## src/rtl/ser_port_pkg.sv

```systemverilog
package ser_port_pkg;

    typedef enum logic [1:0] {
        TX_IDLE,
        TX_START,
        TX_DATA,
        TX_STOP
    } tx_state_t;

    typedef enum logic [1:0] {
        RX_IDLE,
        RX_START,
        RX_DATA,
        RX_STOP
    } rx_state_t;

    // status word bit positions
    localparam int ST_FERR = 7;
    localparam int ST_OVR  = 6;
    localparam int ST_KOVR = 5;
    localparam int ST_BUSY = 1;

    // control word bit positions
    localparam int CTL_TONE = 0;
    localparam int CTL_BRK  = 1;

endpackage

```

## src/rtl/ser_tx.sv

```systemverilog
module ser_tx
    import ser_port_pkg::*;
#(
    parameter int DATA_W = 8
) (
    input  logic              clk,
    input  logic              rst_n,
    input  logic              wr,
    input  logic [DATA_W-1:0] wdata,
    input  logic              tick,
    output logic              hold_full,
    output logic              active,
    output logic              bit_out
);

    localparam int IW = (DATA_W > 1) ? $clog2(DATA_W) : 1;
    localparam logic [IW-1:0] LAST = IW'(DATA_W - 1);

    tx_state_t         st, st_n;
    logic              load;
    logic [DATA_W-1:0] hold_q;
    logic [DATA_W-1:0] sh_q;
    logic [IW-1:0]     idx_q;

    // state register
    always_ff @(posedge clk or negedge rst_n) begin
        if (!rst_n) st <= TX_IDLE;
        else        st <= st_n;
    end

    // next state
    always_comb begin
        st_n = st;
        load = 1'b0;
        unique case (st)
            TX_IDLE:  if (tick && hold_full) begin
                          st_n = TX_START;
                          load = 1'b1;
                      end
            TX_START: if (tick) st_n = TX_DATA;
            TX_DATA:  if (tick && idx_q == LAST) st_n = TX_STOP;
            TX_STOP:  if (tick) begin
                          if (hold_full) begin
                              st_n = TX_START;
                              load = 1'b1;
                          end else begin
                              st_n = TX_IDLE;
                          end
                      end
            default:  st_n = TX_IDLE;
        endcase
    end

    // holding register: a write in the load cycle wins
    always_ff @(posedge clk or negedge rst_n) begin
        if (!rst_n) begin
            hold_q    <= '0;
            hold_full <= 1'b0;
        end else if (wr) begin
            hold_q    <= wdata;
            hold_full <= 1'b1;
        end else if (load) begin
            hold_full <= 1'b0;
        end
    end

    // shifter and bit index
    always_ff @(posedge clk or negedge rst_n) begin
        if (!rst_n) begin
            sh_q  <= '0;
            idx_q <= '0;
        end else if (load) begin
            sh_q  <= hold_q;
            idx_q <= '0;
        end else if (tick && st == TX_DATA) begin
            sh_q  <= sh_q >> 1;
            idx_q <= idx_q + 1'b1;
        end
    end

    // outputs
    always_comb begin
        unique case (st)
            TX_IDLE:  bit_out = 1'b1;
            TX_START: bit_out = 1'b0;
            TX_DATA:  bit_out = sh_q[0];
            TX_STOP:  bit_out = 1'b1;
            default:  bit_out = 1'b1;
        endcase
        active = (st != TX_IDLE);
    end

endmodule

```

## src/rtl/ser_rx.sv

```systemverilog
module ser_rx
    import ser_port_pkg::*;
#(
    parameter int DATA_W = 8,
    parameter int OVS    = 16
) (
    input  logic              clk,
    input  logic              rst_n,
    input  logic              tick,
    input  logic              line_in,
    output logic              done,
    output logic [DATA_W-1:0] byte_out,
    output logic              stop_bit,
    output logic              busy
);

    localparam int CW = (OVS > 1) ? $clog2(OVS) : 1;
    localparam int IW = (DATA_W > 1) ? $clog2(DATA_W) : 1;
    localparam logic [CW-1:0] MID  = CW'(OVS / 2 - 1);
    localparam logic [CW-1:0] FULL = CW'(OVS - 1);
    localparam logic [IW-1:0] LAST = IW'(DATA_W - 1);

    rx_state_t         st, st_n;
    logic [1:0]        sync_q;
    logic              line_s;
    logic [CW-1:0]     cnt_q;
    logic [IW-1:0]     idx_q;
    logic [DATA_W-1:0] sh_q;

    // two-flop synchronizer, idles high
    always_ff @(posedge clk or negedge rst_n) begin
        if (!rst_n) sync_q <= 2'b11;
        else        sync_q <= {sync_q[0], line_in};
    end
    assign line_s = sync_q[1];

    // state register
    always_ff @(posedge clk or negedge rst_n) begin
        if (!rst_n) st <= RX_IDLE;
        else        st <= st_n;
    end

    // next state
    always_comb begin
        st_n = st;
        unique case (st)
            RX_IDLE:  if (tick && !line_s) st_n = RX_START;
            RX_START: if (tick && cnt_q == MID) st_n = line_s ? RX_IDLE : RX_DATA;
            RX_DATA:  if (tick && cnt_q == FULL && idx_q == LAST) st_n = RX_STOP;
            RX_STOP:  if (tick && cnt_q == FULL) st_n = RX_IDLE;
            default:  st_n = RX_IDLE;
        endcase
    end

    // tick counter, bit index, shifter
    always_ff @(posedge clk or negedge rst_n) begin
        if (!rst_n) begin
            cnt_q <= '0;
            idx_q <= '0;
            sh_q  <= '0;
        end else if (st_n != st) begin
            cnt_q <= '0;
            idx_q <= '0;
            if (st == RX_DATA) sh_q <= {line_s, sh_q[DATA_W-1:1]};
        end else if (tick) begin
            if (st == RX_DATA && cnt_q == FULL) begin
                cnt_q <= '0;
                idx_q <= idx_q + 1'b1;
                sh_q  <= {line_s, sh_q[DATA_W-1:1]};
            end else begin
                cnt_q <= cnt_q + 1'b1;
            end
        end
    end

    // outputs
    always_comb begin
        done     = (st == RX_STOP) && tick && (cnt_q == FULL);
        stop_bit = line_s;
        byte_out = sh_q;
        busy     = (st != RX_IDLE);
    end

endmodule

```

## src/rtl/ser_stat.sv

```systemverilog
module ser_stat
    import ser_port_pkg::*;
#(
    parameter int DATA_W = 8
) (
    input  logic              clk,
    input  logic              rst_n,
    input  logic              rx_done,
    input  logic [DATA_W-1:0] rx_byte,
    input  logic              stop_bit,
    input  logic              rd,
    input  logic              clr,
    input  logic              kb_evt,
    input  logic              busy,
    output logic [DATA_W-1:0] rx_data,
    output logic              rx_full,
    output logic [7:0]        status
);

    logic ferr_n, ovr_n, kovr_n;

    always_ff @(posedge clk or negedge rst_n) begin
        if (!rst_n) begin
            rx_data <= '0;
            rx_full <= 1'b0;
        end else if (rx_done) begin
            rx_data <= rx_byte;
            rx_full <= 1'b1;
        end else if (rd) begin
            rx_full <= 1'b0;
        end
    end

    // sticky active-low latches; a new error beats the clear
    always_ff @(posedge clk or negedge rst_n) begin
        if (!rst_n) begin
            ferr_n <= 1'b1;
            ovr_n  <= 1'b1;
            kovr_n <= 1'b1;
        end else begin
            if (rx_done && !stop_bit)      ferr_n <= 1'b0;
            else if (clr)                  ferr_n <= 1'b1;
            if (rx_done && rx_full && !rd) ovr_n  <= 1'b0;
            else if (clr)                  ovr_n  <= 1'b1;
            if (kb_evt)                    kovr_n <= 1'b0;
            else if (clr)                  kovr_n <= 1'b1;
        end
    end

    always_comb begin
        status          = 8'hFF;
        status[ST_FERR] = ferr_n;
        status[ST_OVR]  = ovr_n;
        status[ST_KOVR] = kovr_n;
        status[ST_BUSY] = busy;
    end

endmodule

```

## src/rtl/ser_port.sv

```systemverilog
module ser_port
    import ser_port_pkg::*;
#(
    parameter int DATA_W = 8,
    parameter int OVS    = 16
) (
    input  logic              clk,
    input  logic              rst_n,
    input  logic              tx_wr,
    input  logic [DATA_W-1:0] tx_wdata,
    input  logic              ctl_wr,
    input  logic [1:0]        ctl_wdata,
    input  logic              rx_rd,
    input  logic              stat_clr,
    input  logic              kb_ovr,
    input  logic              tx_tick,
    input  logic              rx_tick,
    input  logic              rx_line,
    input  logic              tone_hi,
    input  logic              tone_lo,
    output logic              tx_line,
    output logic [DATA_W-1:0] rx_rdata,
    output logic              irq_need,
    output logic              irq_done,
    output logic              irq_rdy,
    output logic [7:0]        status
);

    logic              tone_q, brk_q;
    logic              hold_full, tx_active, tx_bit;
    logic              rx_done, stop_bit, rx_busy, rx_full;
    logic [DATA_W-1:0] rx_byte;

    always_ff @(posedge clk or negedge rst_n) begin
        if (!rst_n) begin
            tone_q <= 1'b0;
            brk_q  <= 1'b0;
        end else if (ctl_wr) begin
            tone_q <= ctl_wdata[CTL_TONE];
            brk_q  <= ctl_wdata[CTL_BRK];
        end
    end

    ser_tx #(.DATA_W(DATA_W)) u_tx (
        .clk       (clk),
        .rst_n     (rst_n),
        .wr        (tx_wr),
        .wdata     (tx_wdata),
        .tick      (tx_tick),
        .hold_full (hold_full),
        .active    (tx_active),
        .bit_out   (tx_bit)
    );

    ser_rx #(.DATA_W(DATA_W), .OVS(OVS)) u_rx (
        .clk      (clk),
        .rst_n    (rst_n),
        .tick     (rx_tick),
        .line_in  (rx_line),
        .done     (rx_done),
        .byte_out (rx_byte),
        .stop_bit (stop_bit),
        .busy     (rx_busy)
    );

    ser_stat #(.DATA_W(DATA_W)) u_stat (
        .clk      (clk),
        .rst_n    (rst_n),
        .rx_done  (rx_done),
        .rx_byte  (rx_byte),
        .stop_bit (stop_bit),
        .rd       (rx_rd),
        .clr      (stat_clr),
        .kb_evt   (kb_ovr),
        .busy     (rx_busy),
        .rx_data  (rx_rdata),
        .rx_full  (rx_full),
        .status   (status)
    );

    // line drive: break, then tone substitution, then plain bit
    always_comb begin
        if (brk_q)       tx_line = 1'b0;
        else if (tone_q) tx_line = tx_bit ? tone_hi : tone_lo;
        else             tx_line = tx_bit;
        irq_need = !hold_full;
        irq_done = !hold_full && !tx_active;
        irq_rdy  = rx_full;
    end

endmodule

```

## config.mk

```make
export PLATFORM = sky130hd
export DESIGN_NAME = ser_port
export DESIGN_NICKNAME = d
export VERILOG_FILES = /design/src/rtl/ser_port_pkg.sv /design/src/rtl/ser_tx.sv /design/src/rtl/ser_rx.sv /design/src/rtl/ser_stat.sv /design/src/rtl/ser_port.sv
export SDC_FILE = /design/constraint.sdc
export NUM_CORES = 1
export LEC_CHECK = 0
export ABC_CLOCK_PERIOD_IN_PS = 3400
export BUFFER_PORTS_ARGS = -buffer_cell sky130_fd_sc_hd__buf_4
export CORE_UTILIZATION = 34
export DETAILED_ROUTE_END_ITERATION = 10
export GPL_ROUTABILITY_DRIVEN = 0
export GPL_TIMING_DRIVEN = 1
export RECOVER_POWER = 50
export SETUP_SLACK_MARGIN = 0.1
export SYNTH_ARGS = -nofsm -noshare
export SYNTH_HDL_FRONTEND = slang
export SYNTH_HIERARCHICAL = 1
export SYNTH_SLANG_ARGS = --single-unit
```

## constraint.sdc

```tcl
create_clock -name clk -period 3.4 [get_ports clk]
set_input_delay 0.34 -clock clk [delete_from_list [all_inputs] [get_ports clk]]
set_output_delay 0.34 -clock clk [all_outputs]
set_load 0.01 [all_outputs]
```

* Word-level counts from Yosys, hierarchy flattened
Index checks and enable logic that the tools add are counted.
W data, S select, Z words.
** Storage, ports and cells
- Output and inout port bits :: 20
- Bits of input ports :: 22
- Logic and storage cells :: 112
- Register bits :: 55
** Cells by class
- Eq/ne operators :: 16
- Add/subtract/negate cells :: 3
- Multiplexer cells :: 42
- Reduce and logical (&&, ||, !) cells :: 34
** Operators by type and width (number)
- $mux W8 :: 6
- $reduce_bool A2 Y1 :: 10
- $mux W2 :: 9
- $pmux W2 S4 :: 2
- $mux W1 :: 15
- $mux W3 :: 5
- $logic_and A1 B1 Y1 :: 14
- $mux W4 :: 3
- $eq A2 B2 Y1 const B :: 4
- $add A3 B1 Y3 const B :: 2
- $eq A3 B3 Y1 const B :: 2
- $ne A2 B2 Y1 const B :: 3
- $add A4 B1 Y4 const B :: 1
- $eq A2 B1 Y1 const B :: 2
- $eq A4 B3 Y1 const B :: 1
- $eq A4 B4 Y1 const B :: 1
- $logic_not A1 Y1 :: 4
- $logic_not A2 Y1 :: 2
- $ne A2 B1 Y1 const B :: 2
- $reduce_and A4 Y1 :: 1
- $pmux W1 S3 :: 1
- $reduce_and A3 Y1 :: 1
- $ne A2 B2 Y1 :: 1
- $pmux W1 S2 :: 1
- 2 further kinds :: 2

* Longest topological paths before layout
- Depth in word-level cells :: 8
- Gate-level depth with buffers :: 7
- Gate-level depth less buffers :: 6

* Modules after synthesis
Netlist, hierarchy kept.
** By module, submodules not included
- ser_tx :: cells each 94, times used 1, seq. area each 550.5 um^2, area each 1041.0 um^2
- ser_rx :: cells each 75, times used 1, seq. area each 478.0 um^2, area each 907.1 um^2
- ser_stat :: cells each 39, times used 1, seq. area each 304.0 um^2, area each 538.0 um^2
- ser_port :: cells each 10, times used 1, seq. area each 50.0 um^2, area each 108.9 um^2

* Least setup slack after synthesis
OpenSTA, ideal clock, no wires.
- Path type :: register to register
- From :: register u_tx.st[0]
- To :: register u_tx.st[0]
- Path slack :: 1.638 ns
- Buffers on the path :: 0
- Setup time :: 0.087 ns
- Cell stages (with the launch flop) :: 7
- Data required time :: 3.313 ns
- Clock period less this slack :: 1.762 ns
- Arrival time :: 1.675 ns
- Path through :: dfrtp_1 > inv_1 > ha_1 > or3_1 > a222oi_1 > o21ai_1 > a22oi_1
** Between the ends
- Longest elaborated chain between the ends :: 3
- Elaborated cells between the ends (all ways) :: 10
- Classes of those cells :: eq/ne (7); mux (1); reduce/logical (2)
** Ends and longest elaborated chain
- start, declared :: line ser_tx.sv:19 : tx_state_t st, st_n;
- start signal, assigned :: line ser_tx.sv:28 : else st <= st_n;
- $eq A2 B2 Y1, or another cell as far along :: line ser_tx.sv:35 : unique case (st)
- $ne A2 B1 Y1 (no source line) / $ne A2 B2 Y1 (equally long branches)
- $reduce_and A4 Y1 (no source line)
Several ways; a longest one is shown, not always the timed one.
A chain may end at the register's enable or synchronous reset.

* Worst setup path after layout
- From :: register u_tx.st[0]
- To :: output tx_line
** Between the ends
- Longest elaborated chain between the ends :: 6
- Elaborated cells between the ends (all ways) :: 9
- Classes of those cells :: eq/ne (3); mux (4); reduce/logical (2)
** Ends and longest elaborated chain
- $eq A2 B2 Y1 / $logic_not A2 Y1 (equally long branches) :: line ser_tx.sv:83 : unique case (st)
- $reduce_or A2 Y1 (no source line)
- $pmux W1 S3 (*) :: line ser_tx.sv:83
- via tx_bit :: line ser_port.sv:30 : logic hold_full, tx_active, tx_bit;
- $mux W1 :: line ser_port.sv:84 : else if (tone_q) tx_line = tx_bit ? tone_hi : tone_lo;
- $mux W1 (*) :: line ser_port.sv:84
- $mux W1 (*) :: line ser_port.sv:83 : if (brk_q) tx_line = 1'b0;
- end, declared :: line ser_port.sv:21 : output logic tx_line,
The timed path passes the listed nets; every way through them passes the cells marked *.

==> results by stage <==
Layout:
- The repair_antennas step left the layout with diodes totalling 0.
- The layout cell share with drive strength beyond 1 is 31.87%.
- The signed area change from the synthesized netlist to the final layout is 15.43%.
- The number of fillers in the final layout is 736.
- In the layout the commonest cells are sky130_fd_sc_hd__dfrtp_1 (50), sky130_fd_sc_hd__buf_4 (38), sky130_fd_sc_hd__nand2_1 (20).
- In the final design database the tool counted 283 nets.
- The area of combinational cells with multiple inputs is 0.001060 mm^2.
- The commonest non-fill, non-tap cell in the layout is sky130_fd_sc_hd__dfrtp_1.
- The total area of sequential cells is 0.001383 mm^2.

CTS:
- After clock tree synthesis, the setup repair step added 0 buffers.
- Clock tree synthesis found a total of 55 sinks.
- After clock tree synthesis, the clock-pin slew on the worst setup and hold paths is 0.11 ns.
- The total CTS buffers is 5.
- Post-CTS repair changed the size of 0 cells.
- In this run the number of H-tree levels came out at 2.
- TritonCTS built the clock tree.
- The maximum clock insertion buffer count is 2.
- The clock reaches the later pin of the worst-skew pair after 0.31 ns.
- The total of hold buffers inserted after clock tree synthesis is 0.
- The cell sitting at the root of the clock tree is a sky130_fd_sc_hd__clkbuf_8.

Routing:
- After detailed routing, the number of remaining DRC violations is 0.
- The met3 routed wirelength is 156 um.
- The total routed wirelength is 4236 um.
- After detailed routing, the average wire length per cell comes to 12.10 um.
- The highest metal layer carrying signal wires in the routed design is met4.
- Once detail routing completed, the nets flagged for antenna violations numbered 0.
- The wire length on met2 is 2057 um.
- The routed layout has 1637 vias.
- After detailed routing, the number of vias per cell comes to 4.677.
- The first routing iteration left 109 violations.
- The first detailed-routing pass took 6 iterations.
- The met1 wire length is 1976 um.

Power and ir drop:
- In this run the static leakage power is 1.482 nW.
- For this design the ratio of total power to cell area is 623.0 mW/mm^2.
- The worst-case IR drop observed on VDD is 283.0 uV.

STA:
- The number of pins exceeding their max-slew limit in the final report is 0.
- The final number of hold-violating endpoints is 0.
- The setup clock skew after layout is 0.01145 ns.
- The portion of the clock cycle consumed by the worst path in the final layout is 62.10%.
- Across all hold checks on the routed design, the worst slack comes to 0.05374 ns.
- Based on the critical path, the design can be clocked at up to 473.7 MHz.
- Setup repair after global routing left no endpoint under its margin.
- For the pin with the worst max-slew slack, the measured transition is 0.6790 ns.
- Setup violations remaining at the end of the flow were counted as 0.
- Headroom to the max-slew limit came out at 54.73%.
- The smallest clock period supported by the final layout is computed as 2.111 ns.
- The setup TNS is 0 ns.

Global routing:
- The number of antenna violations at the first check in global routing came to 0.
- Entering global routing, the biggest net connects 56 pins.
- The via count of the first global-routing pass is 1604.
- The overall overflow remaining after global route is 0.
- The global routing usage summed across all routing layers is 11.87%.
- The wire length of the first global-routing pass is 7300 um.

Worst setup path:
- The number of buffers and inverters on the critical path is 2.
- The critical path class is flop to primary output.
- In this design, the largest share of critical-path delay is due to flip-flops.
- Data arrives at the worst endpoint at 1.77 ns.
- The critical path goes through inv_1, ha_1, nand2_1, a21oi_1, nand4bb_1, o21ai_1, buf_4.
- The slowest stage of the critical path belongs to the cell sky130_fd_sc_hd__dfrtp_1.
- The worst setup path is launched from a flop.
- The endpoint class of the critical path is a primary output.
- The delay of the slowest critical-path stage is 0.43 ns.
- STA puts the critical path data required time at 3.06 ns.
- In this run the worst path has a maximum fanout of 6.

Yosys:
- The most used flip-flop cell after synthesis is sky130_fd_sc_hd__dfrtp_1.
- The number of different library cells used by synthesis comes to 42.
- Counting flops with a built-in enable in the synthesized netlist gives 0.
- The average cell area after synthesis is 11.90 um^2.
- Synthesis handed over a netlist of 218 instances.
- The share of the Yosys chip area taken by registers is 53.28%.
- In this run, synthesis produced a sequential element count of 55.
- The fraction of registers with async set/reset is 100.0%.
- The total of warnings raised by yosys is 6.
- Summing every instance area after synthesis gives 0.002595 mm^2.

Placed design:
- Buffers placed on the I/O ports in this run total 37.
- The HPWL after detailed placement is 2966 um.

Die:
- The initial utilization of the core area, before any placement, comes to 35.40%.
- The vertical die dimension is 89.37 um.
- The count of boundary I/O pins is 42.
- The total number of placement rows is 31.
- In this run the horizontal extent of the chip is 89.37 um.
- The total area inside the core boundary comes to 0.007331 mm^2.
- The die outline area is 0.007986 mm^2.

Job:
- The total of max-cap violations is 0.

Status:
- The run finished with clean final reports.

Worst hold path:
- The min-delay analysis places its worst path in the category primary input to asynchronous set/reset pin.
==> final timing paths <==
| path | startpoint | end | slack, ns | cells past startpoint |
|---|---|---|---|---|
| min in group clk | rx_line | u_rx/sync_q[0] | 0.14 | 1 |
| hold reg to reg | u_rx/sync_q[0] | u_rx/sync_q[1] | 0.36 | 0 |
| max in group asynchronous | rst_n | u_rx/st[1] | 2.89 | 1 |
| setup / recovery | u_tx/st[0] | tx_line | 1.29 | 7 |
| hold / removal | rst_n | u_stat/rx_data[3] | 0.05 | 1 |
| setup reg to reg | u_tx/st[0] | u_tx/st[0] | 1.41 | 6 |
==> metrics by stage <==
stage / area [um^2] / setup WS, ns / cells / utilization [%] / power, mW
3_5_place_dp: 2904 / 1.427 / 342 / 39.61 / 1.516
5_1_grt: 2995 / 1.113 / 350 / 40.86 / 2.033
4_1_cts: 2995 / 1.258 / 350 / 40.86 / 1.892
3_3_place_gp: 2904 / 1.515 / 342 / 39.61 / 1.505
6_report: 2995 / 1.289 / 350 / 40.86 / 1.866
2_1_floorplan: 2606 / 1.638 / 221 / - / 1.356
==> report_power, final <==
group | internal (mW) | switching, mW
Clock | 0.148 | 0.216
Combinational | 0.272 | 0.296
Sequential | 0.803 | 0.131
==> per-layer routing <==
layer / vias to the layer above / global-route usage [%]
met4: 0 / 3.030
met2: 25 / 20.19
met5: - / 0
li1: 800 / -
met1: 806 / 15.40
met3: 6 / 2.585
==> cell type report <==
class                           count  area share [%]
Tap cell                           99           4.135
Timing Repair Buffer               39           9.774
Sequential cell                    55           46.16
Clock buffer                        5           2.297
Clock inverter                      3          0.7519
Inverter                           12           1.504
Multi-Input combinational cell    137           35.38
==> logic make-up after synthesis <==
kind of cell / share of synthesized area, %
DFF: 53.28
buffers and inverters: 6.316
muxes: 16.15
and+or+nand+nor: 10.41
AOI/OAI and AO/OA: 7.378
other: 0.1445
xor gates and xnor gates: 1.013
adders and majority gates: 5.304
==> worst register-to-register path, delay by kind of cell (launching register included) <==
family | cells | cell delay [ns]
buf+inv | 1 | 0.12
fa+ha+maj | 1 | 0.28
compound gates | 3 | 0.74
simple gates | 1 | 0.37
flops | 1 | 0.41
==> cells in the mapped netlist, drive strengths merged, types with 3 or more instances <==
cell	instances	area share [%]
buf	14	4.1
mux2i	10	3.9
inv	12	1.7
a31oi	3	0.72
a21oi	4	0.77
nand4	3	0.72
nand3	3	0.58
mux2	26	12
dfrtp	50	48
o21ai	14	2.7
nand2	20	2.9
nand2b	3	0.72
dfstp	5	5.1
nor2	13	1.9
clkbuf	3	0.43
ha	11	5.3
==> sequential cells by signal (all words and copies together), names as in the netlist, 2 cells and up <==
register,cells
u_rx/sync_q,2
u_tx/idx_q,3
u_stat/rx_data,8
u_rx/byte_out,8
u_tx/sh_q,8
u_rx/st,2
u_tx/st,2
u_rx/cnt_q,4
u_rx/idx_q,3
u_tx/hold_q,8
Power figures use the tool's default switching activity.
